**src/rtl/bsh_pkg.sv**
```systemverilog
package bsh_pkg;

  typedef enum logic [2:0] {
    BSH_SHL        = 3'd0,
    BSH_SSHL       = 3'd1,
    BSH_SHR        = 3'd2,
    BSH_SSHR       = 3'd3,
    BSH_BIDIR      = 3'd4,
    BSH_BIDIR_FILL = 3'd5
  } bsh_mode_e;

  function automatic int bsh_max(input int x, input int y);
    return (x > y) ? x : y;
  endfunction

endpackage

```
**src/rtl/bsh_extend.sv**
```systemverilog
module bsh_extend #(
  parameter int IN_W  = 8,
  parameter int OUT_W = 8,
  parameter int SGN   = 1
) (
  input  logic [IN_W-1:0]  din,
  output logic [OUT_W-1:0] dout
);

  localparam int PAD_W = OUT_W - IN_W;

  generate
    if (PAD_W == 0) begin : g_same
      assign dout = din;
    end else begin : g_pad
      logic top_bit;
      assign top_bit = (SGN != 0) ? din[IN_W-1] : 1'b0;
      assign dout    = {{PAD_W{top_bit}}, din};
    end
  endgenerate

endmodule

```
**src/rtl/bsh_amount.sv**
```systemverilog
module bsh_amount #(
  parameter int B_W   = 4,
  parameter int B_SGN = 0
) (
  input  logic [B_W-1:0] b,
  output logic [B_W-1:0] mag,
  output logic           neg
);

  localparam logic [B_W-1:0] ONE = {{(B_W-1){1'b0}}, 1'b1};

  assign neg = (B_SGN != 0) ? b[B_W-1] : 1'b0;
  // The magnitude of the most negative value equals its unsigned reading
  assign mag = neg ? ((~b) + ONE) : b;

endmodule

```
**src/rtl/bsh_barrel.sv**
```systemverilog
module bsh_barrel #(
  parameter int W    = 8,
  parameter int SW   = 4,
  parameter int LEFT = 0
) (
  input  logic [W-1:0]  din,
  input  logic [SW-1:0] amt,
  input  logic          fill,
  output logic [W-1:0]  dout
);

  logic [W-1:0] stg [SW+1];

  assign stg[0] = din;

  generate
    for (genvar k = 0; k < SW; k++) begin : g_stage
      localparam int D = 2 ** k;
      if (D >= W) begin : g_sat
        assign stg[k+1] = amt[k] ? {W{fill}} : stg[k];
      end else if (LEFT != 0) begin : g_left
        assign stg[k+1] = amt[k] ? {stg[k][W-1-D:0], {D{fill}}} : stg[k];
      end else begin : g_right
        assign stg[k+1] = amt[k] ? {{D{fill}}, stg[k][W-1:D]} : stg[k];
      end
    end
  endgenerate

  assign dout = stg[SW];

endmodule

```
**src/rtl/bsh_top.sv**
```systemverilog
module bsh_top
  import bsh_pkg::*;
#(
  parameter int   A_W      = 8,
  parameter int   B_W      = 4,
  parameter int   Y_W      = 8,
  parameter int   A_SGN    = 1,
  parameter int   B_SGN    = 0,
  parameter int   DIR_EN   = 1,
  parameter logic FILL_BIT = 1'b1
) (
  input  logic           clk,
  input  logic           rst,
  input  logic [A_W-1:0] a,
  input  logic [B_W-1:0] b,
  input  logic [2:0]     mode,
  output logic [Y_W-1:0] y
);

  localparam int IW = bsh_max(A_W, Y_W);

  // directional modes need an unsigned amount
  generate
    if ((B_SGN != 0) && (DIR_EN != 0)) begin : g_bad_cfg
      $error("bsh_top: signed amount is illegal with directional modes enabled");
    end
  endgenerate

  logic [IW-1:0]  ext_a;
  logic [B_W-1:0] mag;
  logic           neg;
  logic [IW-1:0]  sh_l;
  logic [IW-1:0]  sh_r;
  logic           fill_l;
  logic           fill_r;
  logic [IW-1:0]  sel;
  logic           dir_ok;

  bsh_extend #(.IN_W(A_W), .OUT_W(IW), .SGN(A_SGN)) u_ext (
    .din  (a),
    .dout (ext_a)
  );

  bsh_amount #(.B_W(B_W), .B_SGN(B_SGN)) u_amt (
    .b   (b),
    .mag (mag),
    .neg (neg)
  );

  bsh_barrel #(.W(IW), .SW(B_W), .LEFT(1)) u_left (
    .din  (ext_a),
    .amt  (mag),
    .fill (fill_l),
    .dout (sh_l)
  );

  bsh_barrel #(.W(IW), .SW(B_W), .LEFT(0)) u_right (
    .din  (ext_a),
    .amt  (mag),
    .fill (fill_r),
    .dout (sh_r)
  );

  assign dir_ok = (DIR_EN != 0);

  always_comb begin
    fill_l = 1'b0;
    fill_r = 1'b0;
    if (mode == BSH_BIDIR_FILL) begin
      fill_l = FILL_BIT;
      fill_r = FILL_BIT;
    end else if (mode == BSH_SSHR) begin
      fill_r = (A_SGN != 0) ? ext_a[IW-1] : 1'b0;
    end
  end

  always_comb begin
    case (mode)
      BSH_SHL, BSH_SSHL:         sel = dir_ok ? sh_l : '0;
      BSH_SHR, BSH_SSHR:         sel = dir_ok ? sh_r : '0;
      BSH_BIDIR, BSH_BIDIR_FILL: sel = neg ? sh_l : sh_r;
      default:                   sel = '0;
    endcase
  end

  always_ff @(posedge clk) begin
    if (rst) begin
      y <= '0;
    end else begin
      y <= sel[Y_W-1:0];
    end
  end

endmodule

```
**config.mk**
```make
export PLATFORM = sky130hd
export DESIGN_NAME = bsh_top
export DESIGN_NICKNAME = d
export VERILOG_FILES = /design/src/rtl/bsh_pkg.sv /design/src/rtl/bsh_extend.sv /design/src/rtl/bsh_amount.sv /design/src/rtl/bsh_barrel.sv /design/src/rtl/bsh_top.sv
export SDC_FILE = /design/constraint.sdc
export NUM_CORES = 1
export LEC_CHECK = 0
export ABC_AREA = 1
export ABC_CLOCK_PERIOD_IN_PS = 2150
export CAP_MARGIN = 20
export CORE_MARGIN = 2
export CORE_UTILIZATION = 40
export CTS_CLUSTER_DIAMETER = 60
export DETAILED_ROUTE_END_ITERATION = 12
export DONT_BUFFER_PORTS = 1
export HOLD_SLACK_MARGIN = 0.03
export SYNTH_ARGS = -nofsm -noshare
export SYNTH_HDL_FRONTEND = slang
export SYNTH_SLANG_ARGS = --single-unit
```
**constraint.sdc**
```tcl
create_clock -name clk -period 2.15 [get_ports clk]
set_clock_uncertainty 0.2 [all_clocks]
set_input_delay 0.3225 -clock clk [delete_from_list [all_inputs] [get_ports clk]]
set_output_delay 0.3225 -clock clk [all_outputs]
set_load 0.005 [all_outputs]
```
; ---- Yosys cells after proc, flatten, opt, wreduce, memory -nomap -nowiden
; Index checks and enable logic that the tools add are counted.
[word_totals]
ff_bits = 8
latchBits = 0
mem_bits_rw = 0
romBits = 0
input_bits = 17
output_inout_bits = 8
word_cells = 21
n_memories = 0
[classes]
add_sub_neg = 0
mul = 0
n_div = 0
n_lt_le_gt_ge = 0
eq_ne = 5
n_shift = 0
mux = 12
bitwise_logic = 0
reduce_logical = 3
[ops]
columns = operator, n
row1 = 2-to-1 mux 8 bit, 8
row2 = case mux 8 bit (2 select lines), 1
row3 = "equality test 3 x 2 -> 1 bit, second input constant", 2
row4 = "equality test 3 bit, second input constant", 2
row5 = OR reduction 4 bit, 1
row6 = "equality test 3 x 1 -> 1 bit, second input constant", 1
row7 = logical NOT 3 bit, 1
row8 = 2-to-1 mux 1 bit, 3
row9 = OR reduction 2 bit, 1

; ---- Longest topological paths before layout
; Gate-level depths: netlist of run 1.
[depth]
word_depth = 8
depth_mapped = 10
ltp_nobuf = 10

; ---- Cells and area by module
; A second synthesis of run 1 with hierarchy kept.
[hier_totals]
hier_cells = 197
area_unflattened_um2 = 1072.3
[by_module_without_submodules]
columns = module, instances, cells_per_inst, area_per_inst_um2, seq_area_each_um2
row1 = bsh_top, 1, 45, 339.1, 160.2
row2 = bsh_barrel at u_left, 1, 69, 329.1, 0.0
row3 = bsh_barrel at u_right, 1, 69, 302.8, 0.0
row4 = bsh_extend, 1, 8, 60.1, 0.0
row5 = bsh_amount, 1, 6, 41.3, 0.0

; ---- Worst setup path after synthesis of run 1
; Ideal clock, no wire load.
[synth_path]
path_type = input to register
from = in b[0]
to = reg y[4]
setup_time_ps = 127
arrival_ps = 996
required_ps = 1823
slack_ps = 826
stages = 9
path_buffers = 1
cell_sequence = buf_4 > nor2_1 > nor2_2 > nand2_1 > o21ai_1 > a21oi_1 > nand2_1 > nand2_1 > a21oi_2
[synth_via]
elab_chain_cells = 5
elab_cells_between_ends = 9
classes_between = mux: 9
[synth_lines]
columns = element, line
row1 = from (decl), bsh_top.sv:15  ; input logic [B_W-1:0] b,
row2 = 2-to-1 mux 8 bit (on tied branches) (3 in series), "bsh_barrel.sv:24, bsh_barrel.sv:22"
row3 = 2-to-1 mux 8 bit, bsh_barrel.sv:20  ; assign stg[k+1] = amt[k] ? {W{fill}} : stg[k];
row4 = case mux 8 bit (2 select lines) (*), bsh_top.sv:78  ; case (mode)
row5 = to (signal assigned), bsh_top.sv:90  ; y <= sel[Y_W-1:0];
row6 = to (decl), bsh_top.sv:17  ; output logic [Y_W-1:0] y
; Mark *: on every way between the ends. The rest lies on a longest branch, timed or not.
; A chain may end at the register's enable or synchronous reset.

; ---- Final worst setup path of run 1
[layout_path]
from = in b[2]
to = reg y[0]
[layout_via]
elab_chain_cells = 3
elab_cells_between_ends = 5
classes_between = mux: 5
[layout_lines]
columns = element, line
row1 = 2-to-1 mux 8 bit (on tied branches), "bsh_barrel.sv:24, bsh_barrel.sv:22"
row2 = 2-to-1 mux 8 bit, bsh_barrel.sv:20
row3 = case mux 8 bit (2 select lines) (*), bsh_top.sv:78
; Marks and branches as above.

==> flow_summary.json, run 1 <==
{
  "outcome": "complete, no violations",
  "grt_setup_unrepaired": "false",
  "clkTransAtPathRegs_ns": 0.05,
  "gp_congestion": 0.9240,
  "die_width_um": 50.05,
  "syn_area_per_cell_sq_um": 5.403,
  "cp.buffers_inverters": 1,
  "powerDensity_nw_per_um2": 464.0,
  "crit_path_top_delay_cell": "a21boi_2",
  "setup_slack_ns": 0.9987,
  "syn2layout_area_growth_pct": 2.802,
  "grt_start_max_net_pins": 22,
  "ant_nets": 0,
  "cp_cell_sequence": "nor2_4 > inv_2 > a21boi_2 > o21ai_1 > a21oi_1",
  "synth-seq-cells": 8,
  "io_pins": 25,
  "post_dp_cell_area_sq_um": 849.6,
  "overflow": 0,
  "crit_required_ns": 2.14,
  "setup_viol": 0,
  "synthDistinctLibCells": 22,
  "initial_core_util": 0.4280,
  "die_area_sq_um": 2505,
  "grt_pass1_wl_um": 3684,
  "critPathKind": "input port to flop",
  "cts-root-buf": "clkbuf_4",
  "hold_path.class": "input port to flop",
  "largest_registers": "y (8)",
  "coreArea_sq_um": 1982,
  "critPathArrivalTime_ns": 1.14,
  "worst_setup_path_end_kind": "flop",
  "leakagePower_uw": 0.0004337,
  "drc": 0,
  "critical_path_depth": 5,
  "yosysWarnings": 0,
  "critPathLaunch": "b[2]",
  "crit_family": "compound AO/OA/AOI/OAI gates",
  "multiInputGateArea_sq_um": 591.8,
  "via_count": 970,
  "timing.fmax_mhz": 868.6,
  "num_rows": 16,
  "cts.sinks": 8,
  "final_nets": 176,
  "post-route-min-period_ns": 1.151,
  "syn_inst": 157,
  "grt_pass1_vias": 872,
  "cts_buffers": 3,
  "seq_area_sq_um": 160.2,
  "p_seq_frac": 0.401,
  "hold_viol": 0,
  "dpl.hpwl_um": 1745,
  "power.switching_uw": 137.6,
  "cts_setup_buffers": 0,
  "layout_common_cells": "nand2_1, o21ai_1, nand3_1",
  "nFillCells": 228,
  "holdBufCountCts": 0,
  "layout-drive-gt1-share": 0.09677,
  "vias_per_cell": 5.330,
  "tns_ns": 0,
  "p_int_uw": 267.0,
  "worst_pin_slew_ns": 0.3626,
  "max_cap_viol_count": 0,
  "first_pass_iters": 4,
  "ir_worst_vdd_mv": 0.2596,
  "cts_buffer_depth": 2,
  "io_buffer_count": 0,
  "synth_area_sq_um": 848.3,
  "maxSlewViolCount": 0,
  "antenna_found_initial": 0,
  "max_stage_delay_ns": 0.24,
  "wirelength_um": 2170,
  "wl_per_cell_um": 11.92,
  "tritoncts": "yes",
  "cts-htree-levels": 1,
  "die_h_um": 50.05,
  "layout_commonest_cell": "nand2_1",
  "crit_path_end": "y[0]",
  "cts_resized": 0,
  "n_antenna_cell": 0,
  "synth_nets": 176,
  "clock_power_share": 0.284,
  "final_area_sq_um": 872.1,
  "cp_max_fo": 9,
  "largest_reg_flops": 8,
  "regMostFlops": "y",
  "fin_crit_sh": 0.5355,
  "maxSlewHeadroom": 0.7574,
  "drt_iter0_markers": 29,
  "synth-seq-area-share": 0.1888,
  "switching_share": 0.3402,
  "comb_power_share": 0.315,
  "startpoint_type": "input port",
  "grt_usage": 0.1889,
  "pre_cts_ws_ns": 0.7529,
  "hold_start": "b[2]"
}
metal layers:
| layer | vias up | global-route usage | share of wire |
|---|---|---|---|
| met4 | 0 | 0.06944 | 0.022 |
| li1 | 503 | - | - |
| met2 | 34 | 0.2895 | 0.46 |
| met5 | - | 0 | 0 |
| met1 | 427 | 0.2555 | 0.44 |
| met3 | 6 | 0.04242 | 0.076 |
layout make-up:
cell class / count / area share
multi-input combinational: 127 / 0.6786
sequential: 8 / 0.1836
inverter: 17 / 0.07317
tap: 27 / 0.03874
clock buffer: 3 / 0.02582
metrics by stage:
| step | power, uW | util | hold WS [ns] | std cells |
|---|---|---|---|---|
| 2_1_floorplan | 277.7 | - | 0.3460 | 157 |
| 3_3_place_gp | 292.0 | 0.4287 | 0.3652 | 179 |
| 3_5_place_dp | 292.2 | 0.4287 | 0.3665 | 179 |
| 4_1_cts | 406.7 | 0.4400 | 0.09681 | 182 |
| 5_1_grt | 435.8 | 0.4400 | 0.1508 | 182 |
| 6_report | 404.6 | 0.4400 | 0.1108 | 182 |
synthesized netlist by cell type:
cell type  number  area (sq um)
a21boi_0        1         7.510
buf_2           2         10.01
o21ai_1        20         100.1
buf_4           1         7.510
a21boi_2        1         11.26
nor2_2          1         6.260
buf_6           1         11.26
nand3_2         1         10.01
o211ai_1        1         7.510
or2_2           1         6.260
ha_1            2         25.02
inv_2           6         22.52
a21oi_1        11         55.05
nor2_1          7         26.28
a21oi_2         1         8.760
o21ai_0         2         10.01
inv_1          11         41.29
nand2_1        63         236.5
nand3_1        14         70.07
nor2_4          1         11.26
buf_1           1         3.750
dfxtp_1         8         160.2
kinds of logic (layout without fill, tap and decap cells):
kind of cell               count (synthesis)  in the layout  synth area share
adders and majority gates                  2              2           0.02949
buffers and inverters                     22             20            0.1136
and+or+nand+nor                           88             88            0.4322
AOI/OAI and AO/OA                         37             37            0.2360
DFF                                        8              8            0.1888
worst min path at each step:
stage                end  depth (start not counted)  slack (ns)
global route        y[4]                          2        0.15
global placement    y[1]                          4        0.37
finish              y[1]                          4        0.11
floorplan           y[1]                          4        0.35
CTS                 y[1]                          4         0.1
detailed placement  y[1]                          4        0.37
power groups by stage:
stage	Clock, uW	Combinational (uW)	Sequential (uW)
2_1_floorplan	0	113	164
3_3_place_gp	0	126	166
3_5_place_dp	0	126	166
4_1_cts	117	127	163
5_1_grt	124	148	163
6_report	115	127	162
(Power assumes the default switching activity.)
==> run 2: changes to the inputs <==
ABC_AREA = 0   (was 1)
ABC_CLOCK_PERIOD_IN_PS = 990   (was 2150)
clock period = 0.99 ns   (was 2.15 ns; I/O delays follow)
==> flow_summary.json, run 2 <==
{
  "grt_pass1_vias": 938,
  "synth-edff-count": 0,
  "gp_congestion": 0.8872,
  "ir_worst_vdd_mv": 0.5994,
  "layout_common_cells": "buf_4, mux2i_1, nor2_1",
  "grt_usage": 0.2229,
  "power_uw": 981.6,
  "grt_pass1_wl_um": 4719,
  "leakagePower_uw": 0.0004911,
  "startpoint_type": "input port",
  "clkTransAtPathRegs_ns": 0.05,
  "violations": "hold timing, setup timing",
  "whs_ns": -0.2150,
  "n_antenna_cell": 0,
  "outcome": "finished, violations left",
  "drt_iter0_markers": 33,
  "hold_viol": 5,
  "pre_cts_ws_ns": -0.4036,
  "synth_area_leaders": "mux2i_1, dfxtp_1, buf_6, mux4_2, o22ai_1",
  "dpl.hpwl_um": 2123,
  "maxSlewViolCount": 0,
  "cts_buffers": 3,
  "grt_setup_unrepaired": "true",
  "die_width_um": 54.49,
  "multiInputGateArea_sq_um": 868.3,
  "synth-seq-area-share": 0.1571,
  "worst_setup_path_end_kind": "flop",
  "synth.top_cell.area_share": 0.1669,
  "crit_family": "multiplexers",
  "clock_power_share": 0.235,
  "vias_per_cell": 6.478,
  "synth_compound_area_frac": 0.2577,
  "largest_reg_flops": 8,
  "synth-seq-cells": 8,
  "regMostFlops": "y",
  "cp.buffers_inverters": 0,
  "yosysMostFrequentCell": "mux2i_1",
  "first_pass_iters": 4,
  "cp_cell_sequence": "mux4_2 > nor2b_1 > a311oi_1 > o22ai_1",
  "yosysWarnings": 0,
  "yosys-top-cells-count": "mux2i_1, nor2_1, dfxtp_1",
  "syn2layout_area_growth_pct": 23.19,
  "die_area_sq_um": 2969,
  "die_h_um": 54.49,
  "hold_path_depth": 1,
  "synth.largest_area_cell": "mux2i_1",
  "synth-xor-area-share": 0,
  "num_rows": 18,
  "critical_path_depth": 4,
  "wirelength_um": 2939,
  "switching_share": 0.2838,
  "worst_pin_slew_ns": 0.3833,
  "synth_nets": 138,
  "synth_top_family_by_area": "compound AO/OA/AOI/OAI gates",
  "critPathKind": "input port to flop",
  "timing.fmax_mhz": 869.6,
  "crit_path_top_delay_cell": "mux4_2",
  "critPathArrivalTime_ns": 1.06,
  "cts_buffer_depth": 2,
  "maxSlewHeadroom": 0.7435,
  "io_pins": 25,
  "ant_nets": 0,
  "synth_fa_ha_area_frac": 0.02454,
  "crit_required_ns": 0.90,
  "layoutNonFillerInstCount": 161,
  "synth-simple-area-share": 0.2025,
  "power.switching_uw": 278.6,
  "comb_power_share": 0.407,
  "cts-htree-levels": 1,
  "final_nets": 152,
  "powerDensity_nw_per_um2": 781.4,
  "antenna_found_initial": 0,
  "coreArea_sq_um": 2455,
  "cp_max_fo": 26,
  "max_stage_delay_ns": 0.46,
  "largest_registers": "y (8)",
  "grt_start_max_net_pins": 27,
  "synth_flop_cell": "dfxtp_1",
  "via_count": 1043,
  "io_buffer_count": 0,
  "seq_area_sq_um": 160.2,
  "initial_core_util": 0.4154,
  "syn_area_per_cell_sq_um": 8.569,
  "dpl.cell_count": 157,
  "setup_viol": 8,
  "hold_path.class": "input port to flop",
  "synthDistinctLibCells": 50,
  "post-route-min-period_ns": 1.150,
  "layout-drive-gt1-share": 0.3817,
  "cts.sinks": 8,
  "max_cap_viol_count": 0,
  "drc": 0,
  "p_seq_frac": 0.358,
  "nFillCells": 229,
  "cts-root-buf": "clkbuf_4",
  "cts_setup_buffers": 0,
  "tns_ns": -0.8345,
  "fin_crit_sh": 1.162,
  "synthMuxAreaShare": 0.2479,
  "setup_slack_ns": -0.1599,
  "syn_inst": 119,
  "layout_commonest_cell": "buf_4",
  "p_int_uw": 703.0,
  "overflow": 0,
  "async_flop_share": 0,
  "wl_per_cell_um": 18.25,
  "tritoncts": "yes",
  "synth_area_sq_um": 1020
}
-- run 2: changes by cell type after synthesis, moves of 7 or more --
cell	previous run	this run
inv_1	11	2
mux2i_1	0	17
nand3_1	14	4
o22ai_1	0	7
nand2_1	63	6
o21ai_1	20	1
-- run 2: area by class of cell --
cell class,count,share of cell area
Inverter,4,0.01394
Timing Repair Buffer,19,0.1195
Tap cell,30,0.02988
Clock buffer,3,0.01793
Sequential cell,8,0.1275
Multi-Input combinational cell,97,0.6912
-- run 2: stage by stage --
| step | hold WS (ns) | area [sq um] | utilization |
|---|---|---|---|
| final | -0.2150 | 1256 | 0.5117 |
| after global routing | -0.2339 | 1256 | 0.5117 |
| after CTS | -0.2262 | 1239 | 0.5046 |
| after detailed placement | 0.03422 | 1129 | 0.4597 |
| after global placement | 0.03500 | 1129 | 0.4597 |
| after floorplan | 0.02652 | 1075 | - |
-- run 2: power groups by stage --
stage               combinational [uW]  sequential (uW)  clock, uW
finish                             400              351        231
detailed placement                 337              358          0
global route                       436              354        258
floorplan                          319              357          0
global placement                   337              358          0
CTS                                384              352        243
-- run 2: path summary, 6_finish.rpt --
path,start,end,slack (ns)
max,b[0],y[1],-0.16
min,rst,y[5],-0.21
-- run 2: routing by layer --
metal,routed length (um),track usage,up-vias
li1,-,-,489
met1,1249,0.3093,493
met2,1393,0.3293,55
met3,268,0.05464,6
met4,28,0.08333,0
met5,0,0,-
-- run 2: timing repair --
item	CTS	global route
gates resized for setup	17	4
endpoints found under the setup margin	8	8
cloned	1	0
hold endpoints to repair	8	8
pin swaps	13	2
-- run 2: cell families (layout without fill, tap and decap cells) --
logic type      Yosys count  after routing
mux                      21             21
flops                     8              8
simple gates             38             38
buf+inv                  14             26
compound gates           36             36
fa+ha+maj                 2              2
